### config.mk
export PLATFORM = sky130hd
export DESIGN_NAME = agu_image_addr
export DESIGN_NICKNAME = d
export VERILOG_FILES = /design/src/rtl/agu_pkg.sv /design/src/rtl/agu_tile_swap.sv /design/src/rtl/agu_step.sv /design/src/rtl/agu_addr_reg.sv /design/src/rtl/agu_image_addr.sv
export SDC_FILE = /design/constraint.sdc
export NUM_CORES = 1
export LEC_CHECK = 0
export ABC_AREA = 1
export BUFFER_PORTS_ARGS = -buffer_cell sky130_fd_sc_hd__clkbuf_2
export CORE_ASPECT_RATIO = 0.6
export CORE_UTILIZATION = 53
export CTS_CLUSTER_DIAMETER = 40
export DETAILED_ROUTE_END_ITERATION = 10
export GPL_TIMING_DRIVEN = 0
export PLACE_DENSITY = 0.82
export SETUP_SLACK_MARGIN = 0.1
export SLEW_MARGIN = 20
export SYNTH_ARGS = -nofsm -noshare
export SYNTH_HDL_FRONTEND = slang
export SYNTH_SLANG_ARGS = --single-unit
### constraint.sdc
create_clock -name clk_i -period 2.15 [get_ports clk_i]
set_clock_uncertainty 0.1 [all_clocks]
set_input_delay 0.1075 -clock clk_i [delete_from_list [all_inputs] [get_ports clk_i]]
set_output_delay 0.1075 -clock clk_i [all_outputs]
set_load 0.02 [all_outputs]
### src/rtl/agu_pkg.sv
package agu_pkg;

  typedef enum logic [2:0] {
    OP_CLEAR    = 3'd0,
    OP_NOP      = 3'd1,
    OP_LD_RF    = 3'd2,
    OP_LD_IMM   = 3'd3,
    OP_ACCESS   = 3'd4,
    OP_INC_HI   = 3'd5,
    OP_INC_LO   = 3'd6,
    OP_INC_BOTH = 3'd7
  } agu_op_e;

endpackage

### src/rtl/agu_tile_swap.sv
// Linear <-> tiled conversion: exchange low part of the upper half with the
// high part of the lower half. Self-inverse when both parts are equally wide.
module agu_tile_swap #(
  parameter int HALF_W = 8
) (
  input  logic [2*HALF_W-1:0] in_i,
  output logic [2*HALF_W-1:0] out_o
);
  localparam int ADDR_W = 2 * HALF_W;
  localparam int PART_W = HALF_W / 2;

  generate
    if (HALF_W % 2 != 0) begin : g_bad_width
      initial $fatal(1, "HALF_W must be even");
    end
  endgenerate

  logic [PART_W-1:0] up_hi, up_lo, dn_hi, dn_lo;

  always_comb begin
    up_hi = in_i[ADDR_W-1 -: PART_W];
    up_lo = in_i[HALF_W+PART_W-1 -: PART_W];
    dn_hi = in_i[HALF_W-1 -: PART_W];
    dn_lo = in_i[PART_W-1:0];
    out_o = {up_hi, dn_hi, up_lo, dn_lo};
  end

endmodule

### src/rtl/agu_step.sv
// Post-increment unit: steps the address in the mode-selected form.
module agu_step
  import agu_pkg::*;
#(
  parameter int HALF_W = 8
) (
  input  logic [2*HALF_W-1:0] ar_i,
  input  agu_op_e             op_i,
  input  logic                mode_i,
  output logic [2*HALF_W-1:0] next_o
);
  localparam int ADDR_W = 2 * HALF_W;
  localparam logic [ADDR_W-1:0] INC_HI   = ADDR_W'(1) << HALF_W;
  localparam logic [ADDR_W-1:0] INC_LO   = ADDR_W'(1);
  localparam logic [ADDR_W-1:0] INC_BOTH = INC_HI | INC_LO;

  logic [ADDR_W-1:0] ar_blk, work, inc, sum, sum_lin;

  agu_tile_swap #(.HALF_W(HALF_W)) u_to_blk (.in_i(ar_i), .out_o(ar_blk));
  agu_tile_swap #(.HALF_W(HALF_W)) u_to_lin (.in_i(sum),  .out_o(sum_lin));

  always_comb begin
    case (op_i)
      OP_INC_HI:   inc = INC_HI;
      OP_INC_LO:   inc = INC_LO;
      OP_INC_BOTH: inc = INC_BOTH;
      default:     inc = '0;
    endcase
    work   = mode_i ? ar_blk : ar_i;
    sum    = work + inc;
    next_o = mode_i ? sum_lin : sum;
  end

endmodule

### src/rtl/agu_addr_reg.sv
// Address register held in linear form, with load conversion.
module agu_addr_reg
  import agu_pkg::*;
#(
  parameter int HALF_W = 8
) (
  input  logic                clk_i,
  input  logic                rst_ni,
  input  agu_op_e             op_i,
  input  logic                mode_i,
  input  logic [2*HALF_W-1:0] rf_i,
  input  logic [2*HALF_W-1:0] imm_i,
  input  logic [2*HALF_W-1:0] step_i,
  output logic [2*HALF_W-1:0] ar_o
);
  localparam int ADDR_W = 2 * HALF_W;

  logic [ADDR_W-1:0] ar_q, ar_d, ld_raw, ld_cnv, ld_lin;
  logic              ar_en;

  agu_tile_swap #(.HALF_W(HALF_W)) u_ld_cnv (.in_i(ld_raw), .out_o(ld_cnv));

  always_comb begin
    ld_raw = (op_i == OP_LD_IMM) ? imm_i : rf_i;
    ld_lin = mode_i ? ld_cnv : ld_raw;
    ar_en  = 1'b1;
    ar_d   = ar_q;
    case (op_i)
      OP_CLEAR:                         ar_d = '0;
      OP_LD_RF, OP_LD_IMM:              ar_d = ld_lin;
      OP_INC_HI, OP_INC_LO, OP_INC_BOTH: ar_d = step_i;
      default:                          ar_en = 1'b0;
    endcase
  end

  always_ff @(posedge clk_i or negedge rst_ni) begin
    if (!rst_ni) begin
      ar_q <= '0;
    end else if (ar_en) begin
      ar_q <= ar_d;
    end
  end

  assign ar_o = ar_q;

  assert_clear_zero_R2: assert property (@(posedge clk_i) disable iff (!rst_ni)
    (op_i == OP_CLEAR) |=> (ar_q == '0));

  assert_hold_R7: assert property (@(posedge clk_i) disable iff (!rst_ni)
    (op_i == OP_NOP || op_i == OP_ACCESS) |=> $stable(ar_q));

  assert_load_rf_lin_R3: assert property (@(posedge clk_i) disable iff (!rst_ni)
    (op_i == OP_LD_RF && !mode_i) |=> (ar_q == $past(rf_i)));

endmodule

### src/rtl/agu_image_addr.sv
// Top: dual-layout image address generator.
module agu_image_addr
  import agu_pkg::*;
#(
  parameter int HALF_W = 8
) (
  input  logic                clk_i,
  input  logic                rst_ni,
  input  logic [2:0]          op_i,
  input  logic                mode_i,
  input  logic                format_i,
  input  logic [2*HALF_W-1:0] rf_i,
  input  logic [2*HALF_W-1:0] imm_i,
  output logic [2*HALF_W-1:0] addr_o
);
  localparam int ADDR_W = 2 * HALF_W;
  localparam logic [ADDR_W-1:0] STEP_HI   = ADDR_W'(1) << HALF_W;
  localparam logic [ADDR_W-1:0] STEP_BOTH = STEP_HI | ADDR_W'(1);

  agu_op_e           op;
  logic [ADDR_W-1:0] ar, ar_blk, step_next;

  assign op = agu_op_e'(op_i);

  agu_step #(.HALF_W(HALF_W)) u_step (
    .ar_i  (ar),
    .op_i  (op),
    .mode_i(mode_i),
    .next_o(step_next)
  );

  agu_addr_reg #(.HALF_W(HALF_W)) u_reg (
    .clk_i (clk_i),
    .rst_ni(rst_ni),
    .op_i  (op),
    .mode_i(mode_i),
    .rf_i  (rf_i),
    .imm_i (imm_i),
    .step_i(step_next),
    .ar_o  (ar)
  );

  agu_tile_swap #(.HALF_W(HALF_W)) u_out_cnv (.in_i(ar), .out_o(ar_blk));

  always_comb begin
    addr_o = format_i ? ar_blk : ar;
  end

  assert_inc_hi_lin_R8: assert property (@(posedge clk_i) disable iff (!rst_ni)
    (op == OP_INC_HI && !mode_i) |=> (ar == $past(ar) + STEP_HI));

  assert_inc_lo_blk_R9: assert property (@(posedge clk_i) disable iff (!rst_ni)
    (op == OP_INC_LO && mode_i) |=> (ar_blk == $past(ar_blk) + ADDR_W'(1)));

  assert_inc_both_blk_R10: assert property (@(posedge clk_i) disable iff (!rst_ni)
    (op == OP_INC_BOTH && mode_i) |=> (ar_blk == $past(ar_blk) + STEP_BOTH));

  assert_load_imm_blk_R5: assert property (@(posedge clk_i) disable iff (!rst_ni)
    (op == OP_LD_IMM && mode_i) |=> (ar_blk == $past(imm_i)));

endmodule

Yosys cells after proc, flatten, opt, wreduce, memory -nomap -nowiden
Index checks and enable logic that the tools add are counted.

Register bits: 16. Input port bits: 39. Output and inout bits: 16. Logic and storage cells: 21.

$add $sub $neg: 1. Eq/ne operators: 5. Multiplexer cells: 8. Reductions and logical operators: 6.

Operators with widths (number): 12-bit 2-to-1 mux (4); 16-bit one-hot mux with 3 select lines (1); 9-bit one-hot mux with 3 select lines (1); 16-bit by 9-bit adder with 16-bit output (1); 16-bit 2-to-1 mux (1); 3-bit equality test, second input constant (3); 3-bit by 2-bit equality test with 1-bit output, second input constant (2); 6-bit OR reduction (1); 3-bit logical NOT (1); 3-bit nonzero test (1); 3-bit OR reduction (1); 2-bit AND reduction (1); 2-bit OR reduction (1); 1-bit 2-to-1 mux (1).

Logic depth before layout (Yosys ltp)
Depth in word-level cells: 5. Mapped depth: 15. Gate-level depth less buffers: 15.

By module
From an unflattened synthesis, not the netlist that was laid out.

Cell total of the unflattened synthesis: 587. Area, all modules: 3270.6 um2.

By module, submodules not included: agu_addr_reg (times used 1, cells each 230, area each 1425.1 um2); agu_step (times used 1, cells each 241, area each 1121.1 um2); agu_tile_swap (times used 4, cells each 16, area each 120.1 um2); agu_image_addr (times used 1, cells each 52, area each 244.0 um2).

Worst setup path before layout
Ideal clock, no wire load.

Path type: input port to flip-flop. Start: in mode_i. End: reg u_reg.ar_q[10] (netlist: u_reg.ar_o[10]). Setup time: 125 ps. Data arrival time: 1594 ps. Data required time: 1925 ps. Path slack: 332 ps. Stages: 15. Cells stage by stage: buf_6 buf_6 buf_4 nand2_1 o21ai_0 ha_1 nand3_4 nor2_1 nand2_2 nand2_4 nand2_2 nand2_2 nand2_1 nand2_1 nand3_1.

Longest elaborated chain between the ends: 4. Elaborated cells on any way between the ends: 5.

Ends and longest elaborated chain: start: declaration (RTL line agu_image_addr.sv:10) `input logic mode_i,`; 12-bit 2-to-1 mux (RTL line agu_step.sv:29) `work = mode_i ? ar_blk : ar_i;`; 16-bit by 9-bit adder with 16-bit output (RTL line agu_step.sv:30) `sum = work + inc;`; 12-bit 2-to-1 mux (RTL line agu_step.sv:31) `next_o = mode_i ? sum_lin : sum;`; 16-bit one-hot mux with 3 select lines (*) (RTL line agu_addr_reg.sv:28) `case (op_i)`; end signal: assignment (RTL line agu_addr_reg.sv:40) `ar_q <= ar_d;`; end: declaration (RTL line agu_addr_reg.sv:18) `logic [ADDR_W-1:0] ar_q, ar_d, ld_raw, ld_cnv, ld_lin;`.

Mark *: on every way between the ends. The rest lies on a longest branch, timed or not. A chain may end at the register's enable or synchronous reset.

Worst setup path after layout
Start: reg u_reg.ar_q[0] (netlist: u_reg.ar_o[0]). End: reg u_reg.ar_q[6] (netlist: u_reg.ar_o[6]).

Longest elaborated chain between the ends: 4.

Ends and longest elaborated chain (RTL line): 12-bit 2-to-1 mux (agu_step.sv:29); 16-bit by 9-bit adder with 16-bit output (agu_step.sv:30); 12-bit 2-to-1 mux (agu_step.sv:31); 16-bit one-hot mux with 3 select lines (agu_addr_reg.sv:28).

Every way passes these cells.

==> impl_results.md <==
* Layout area overhead at 21.3%
* Per-cell routed wire length at 12.6 um
* Starting Density at 57.3%
* Fraction of layout cells with a size suffix above 1 at 28.5%
* Die Ht at 48.6 um
* Maximum vdd ir drop at 326 uV
* CTS tree: built
* Post-synthesis xor/xnor area fraction at 0.914%
* Setup crit start kind: register
* Initial antenna violation count at 0
* Commonest non-fill, non-tap cells in the layout: nand2_1, clkbuf_2, nand3_1, inv_1, o21ai_0
* Status: finished clean
* Largest register FFs at 16
* Nets at 406
* Antenna-violating nets left at 0
* Synth Register Bits at 16
* Synth Area in Compound Gates at 11.2%
* Worst-margin pin slew at 0.579 ns
* Area of the multi-input gates at 1240 sq um
* Max stage delay on crit path at 0.37 ns
* Largest net degree at the start of global routing at 17
* Unrepaired setup endpoints after global routing: false
* Pre-antenna DRT Iters at 5
* Crit path DAT at 1.95 ns
* Reg2reg setup slack at 0.23 ns
* Fin crit period at 1.92 ns
* Cells after Synth at 302
* Post-Syn Area at 1920 sq um
* Iteration-0 DRC Markers at 182
* Final setup violation count at 0
* Non-Filler Instances at 407
* ANT cells at 0
* Port-buffer cells at 53
* Ys flop type: dfrtp_1
* Worst hold path type: input pin to register
* CTS max path bufs at 2
* Sequential cell area at 400 sq um
* Mux share of post-synthesis cell area at 3.13%
* First-pass GRT wire length at 8270 um
* Largest family of logic cells by synthesized area: simple AND/OR/NAND/NOR gates
* Final Hold Viols at 0
* CTS buffer count at 3
* DR DRC count at 0
* Worst hold stages at 3
* Sequential cell area fraction in the yosys report at 20.9%
* Worst Hold Endpoint: u_reg.ar_o[13]
* # placed instances at 400
* Clock Latency Late Sink at 0.25 ns
* Vias in the first global route at 1766
* Mean post-synth cell area at 6.35 sq um
* Clock slew seen by the registers of the worst setup and hold paths at 0.06 ns
* GRT Residual Overflow at 0
* WS Path Type: register to register
* Pwr dens at 553 nW/um^2
* Hpwl dp at 4060 um
* Die X at 79.6 um
* Critical-path top delay cell: dfrtp_1
* Clock root buffer: clkbuf_8
* H-tree depth at 1
* Design area at 2320 sq um
* # rows at 16
* Synth Area in Simple Gates at 47.0%
* Crit share post-route at 89.1%
* Worst-path cell chain: ha_1 > ha_1 > nand2_1 > nor2_2 > nand2_4 > nor2_8 > nand2_2 > nand2_4 > nand2_2 > nand2_2 > nand2_1 > nand2_1 > nand3_1
* GRT Total Usage at 27.7%
* Setup TNS at 0 ns
* Die area at 3870 sq um
* Syn nets at 344
* Critical path fanouts, max at 4
* Vias/cell at 5.20
* Worst Hold Launch: rf_i[13]
* Leading cell type in the layout, fill and taps excluded: nand2_1
* Register-to-Register Path Depth at 13
* RR Endpoint: u_reg.ar_o[6]
* Final design utilization at 69.5%
* Slew Viols, Final at 0
* CTS sink cnt at 16
* Vias at 2115
* Fill cell count at 314
* Post-synth EDFFs at 0
* Adder-Cell Fraction of Synth Area at 1.96%
* WHS at 0.00154 ns
* Crit. End Element: register
* Core Area at 3340 sq um
* Synth unique cells at 29
* Max-cap viol count at 0
* Worst path required time at 2.19 ns
* DP Area at 2240 sq um
* Max transition margin at 61.4%
* Static leakage at 1.34 nW
* FF-to-FF Start: u_reg.ar_o[0]
* Ranking of synthesized cells by area: dfrtp_1, nand2_1, nand3_1
* Synth async-reset ratio at 100%
* Top-Level Pins at 55
* Max Fclk at 522 MHz
* WL final at 5130 um
* Routability-driven placement congestion ratio at 0.935
* Yosys top cell by area: dfrtp_1
* Number of synthesis warnings at 0
* Synth top area share at 20.9%
-- cell families after synthesis --
family | after synthesis
and+or+nand+nor | 181
buffers and inverters | 56
AOI/OAI and AO/OA | 38
DFF | 16
muxes | 6
adders and majority gates | 3
xor gates and xnor gates | 2
-- worst max-delay path by stage --
| stage | startpoint | endpoint | slack (ns) | cells past startpoint |
|---|---|---|---|---|
| 2_1_floorplan | mode_i | u_reg.ar_o[10] | 0.33 | 15 |
| 6_report | u_reg.ar_o[0] | u_reg.ar_o[6] | 0.23 | 13 |
| 3_5_place_dp | mode_i | u_reg.ar_o[10] | 0.06 | 14 |
| 4_1_cts | u_reg.ar_o[0] | u_reg.ar_o[10] | 0.15 | 13 |
| 5_1_grt | u_reg.ar_o[0] | u_reg.ar_o[10] | 0.11 | 13 |
| 3_3_place_gp | mode_i | u_reg.ar_o[6] | 0.08 | 14 |
-- final cells by class --
class | instances | area share (%)
multi-input combinational | 230 | 53.3
tap | 45 | 2.42
buffer | 19 | 6.19
inverter | 37 | 6.08
clock buffer | 3 | 1.78
sequential | 16 | 17.2
timing repair buffer | 57 | 13.0
-- repair_timing --
item / 4_1_cts / 5_1_grt
endpoints found under the hold margin: 18 / 0
hold buffers: 3 / 0
setup buffers: 0 / 1
setup endpoints to repair: 0 / 3
resized for setup: 0 / 3
-- Yosys cell counts (5+ instances only) --
library cell / n
nor2_1: 13
buf_4: 10
nand2_2: 11
nand3_1: 46
inv_1: 36
nand2_1: 92
a21oi_1: 13
nand2_4: 6
nand3b_1: 5
dfrtp_1: 16
mux2i_1: 6
o21ai_0: 18
-- critical path, delay by kind of cell, from the launching register on --
kind,cells,cell delay (ns)
simple gates,11,0.95
flops,1,0.37
fa+ha+maj,2,0.37
-- layer usage --
layer | vias to the layer above | track usage (%) | routed length [um]
met3 | 4 | 4.53 | 495
met2 | 84 | 41.0 | 2080
met5 | - | 0 | 0
li1 | 1086 | - | -
met4 | 0 | 3.64 | 25
met1 | 941 | 42.5 | 2520
-- where the power goes --
group / total [mW] / internal (mW) / switching, mW
sequential: 0.416 / 0.353 / 0.0628
clock: 0.235 / 0.125 / 0.110
combinational: 0.634 / 0.251 / 0.383
-- through the flow --
step / setup slack [ns] / power (mW)
final: 0.234 / 1.29
after global routing: 0.112 / 1.38
after CTS: 0.147 / 1.28
after detailed placement: 0.0616 / 1.04
after global placement: 0.0779 / 1.02
after floorplan: 0.332 / 0.862
(Power assumes the default switching activity.)
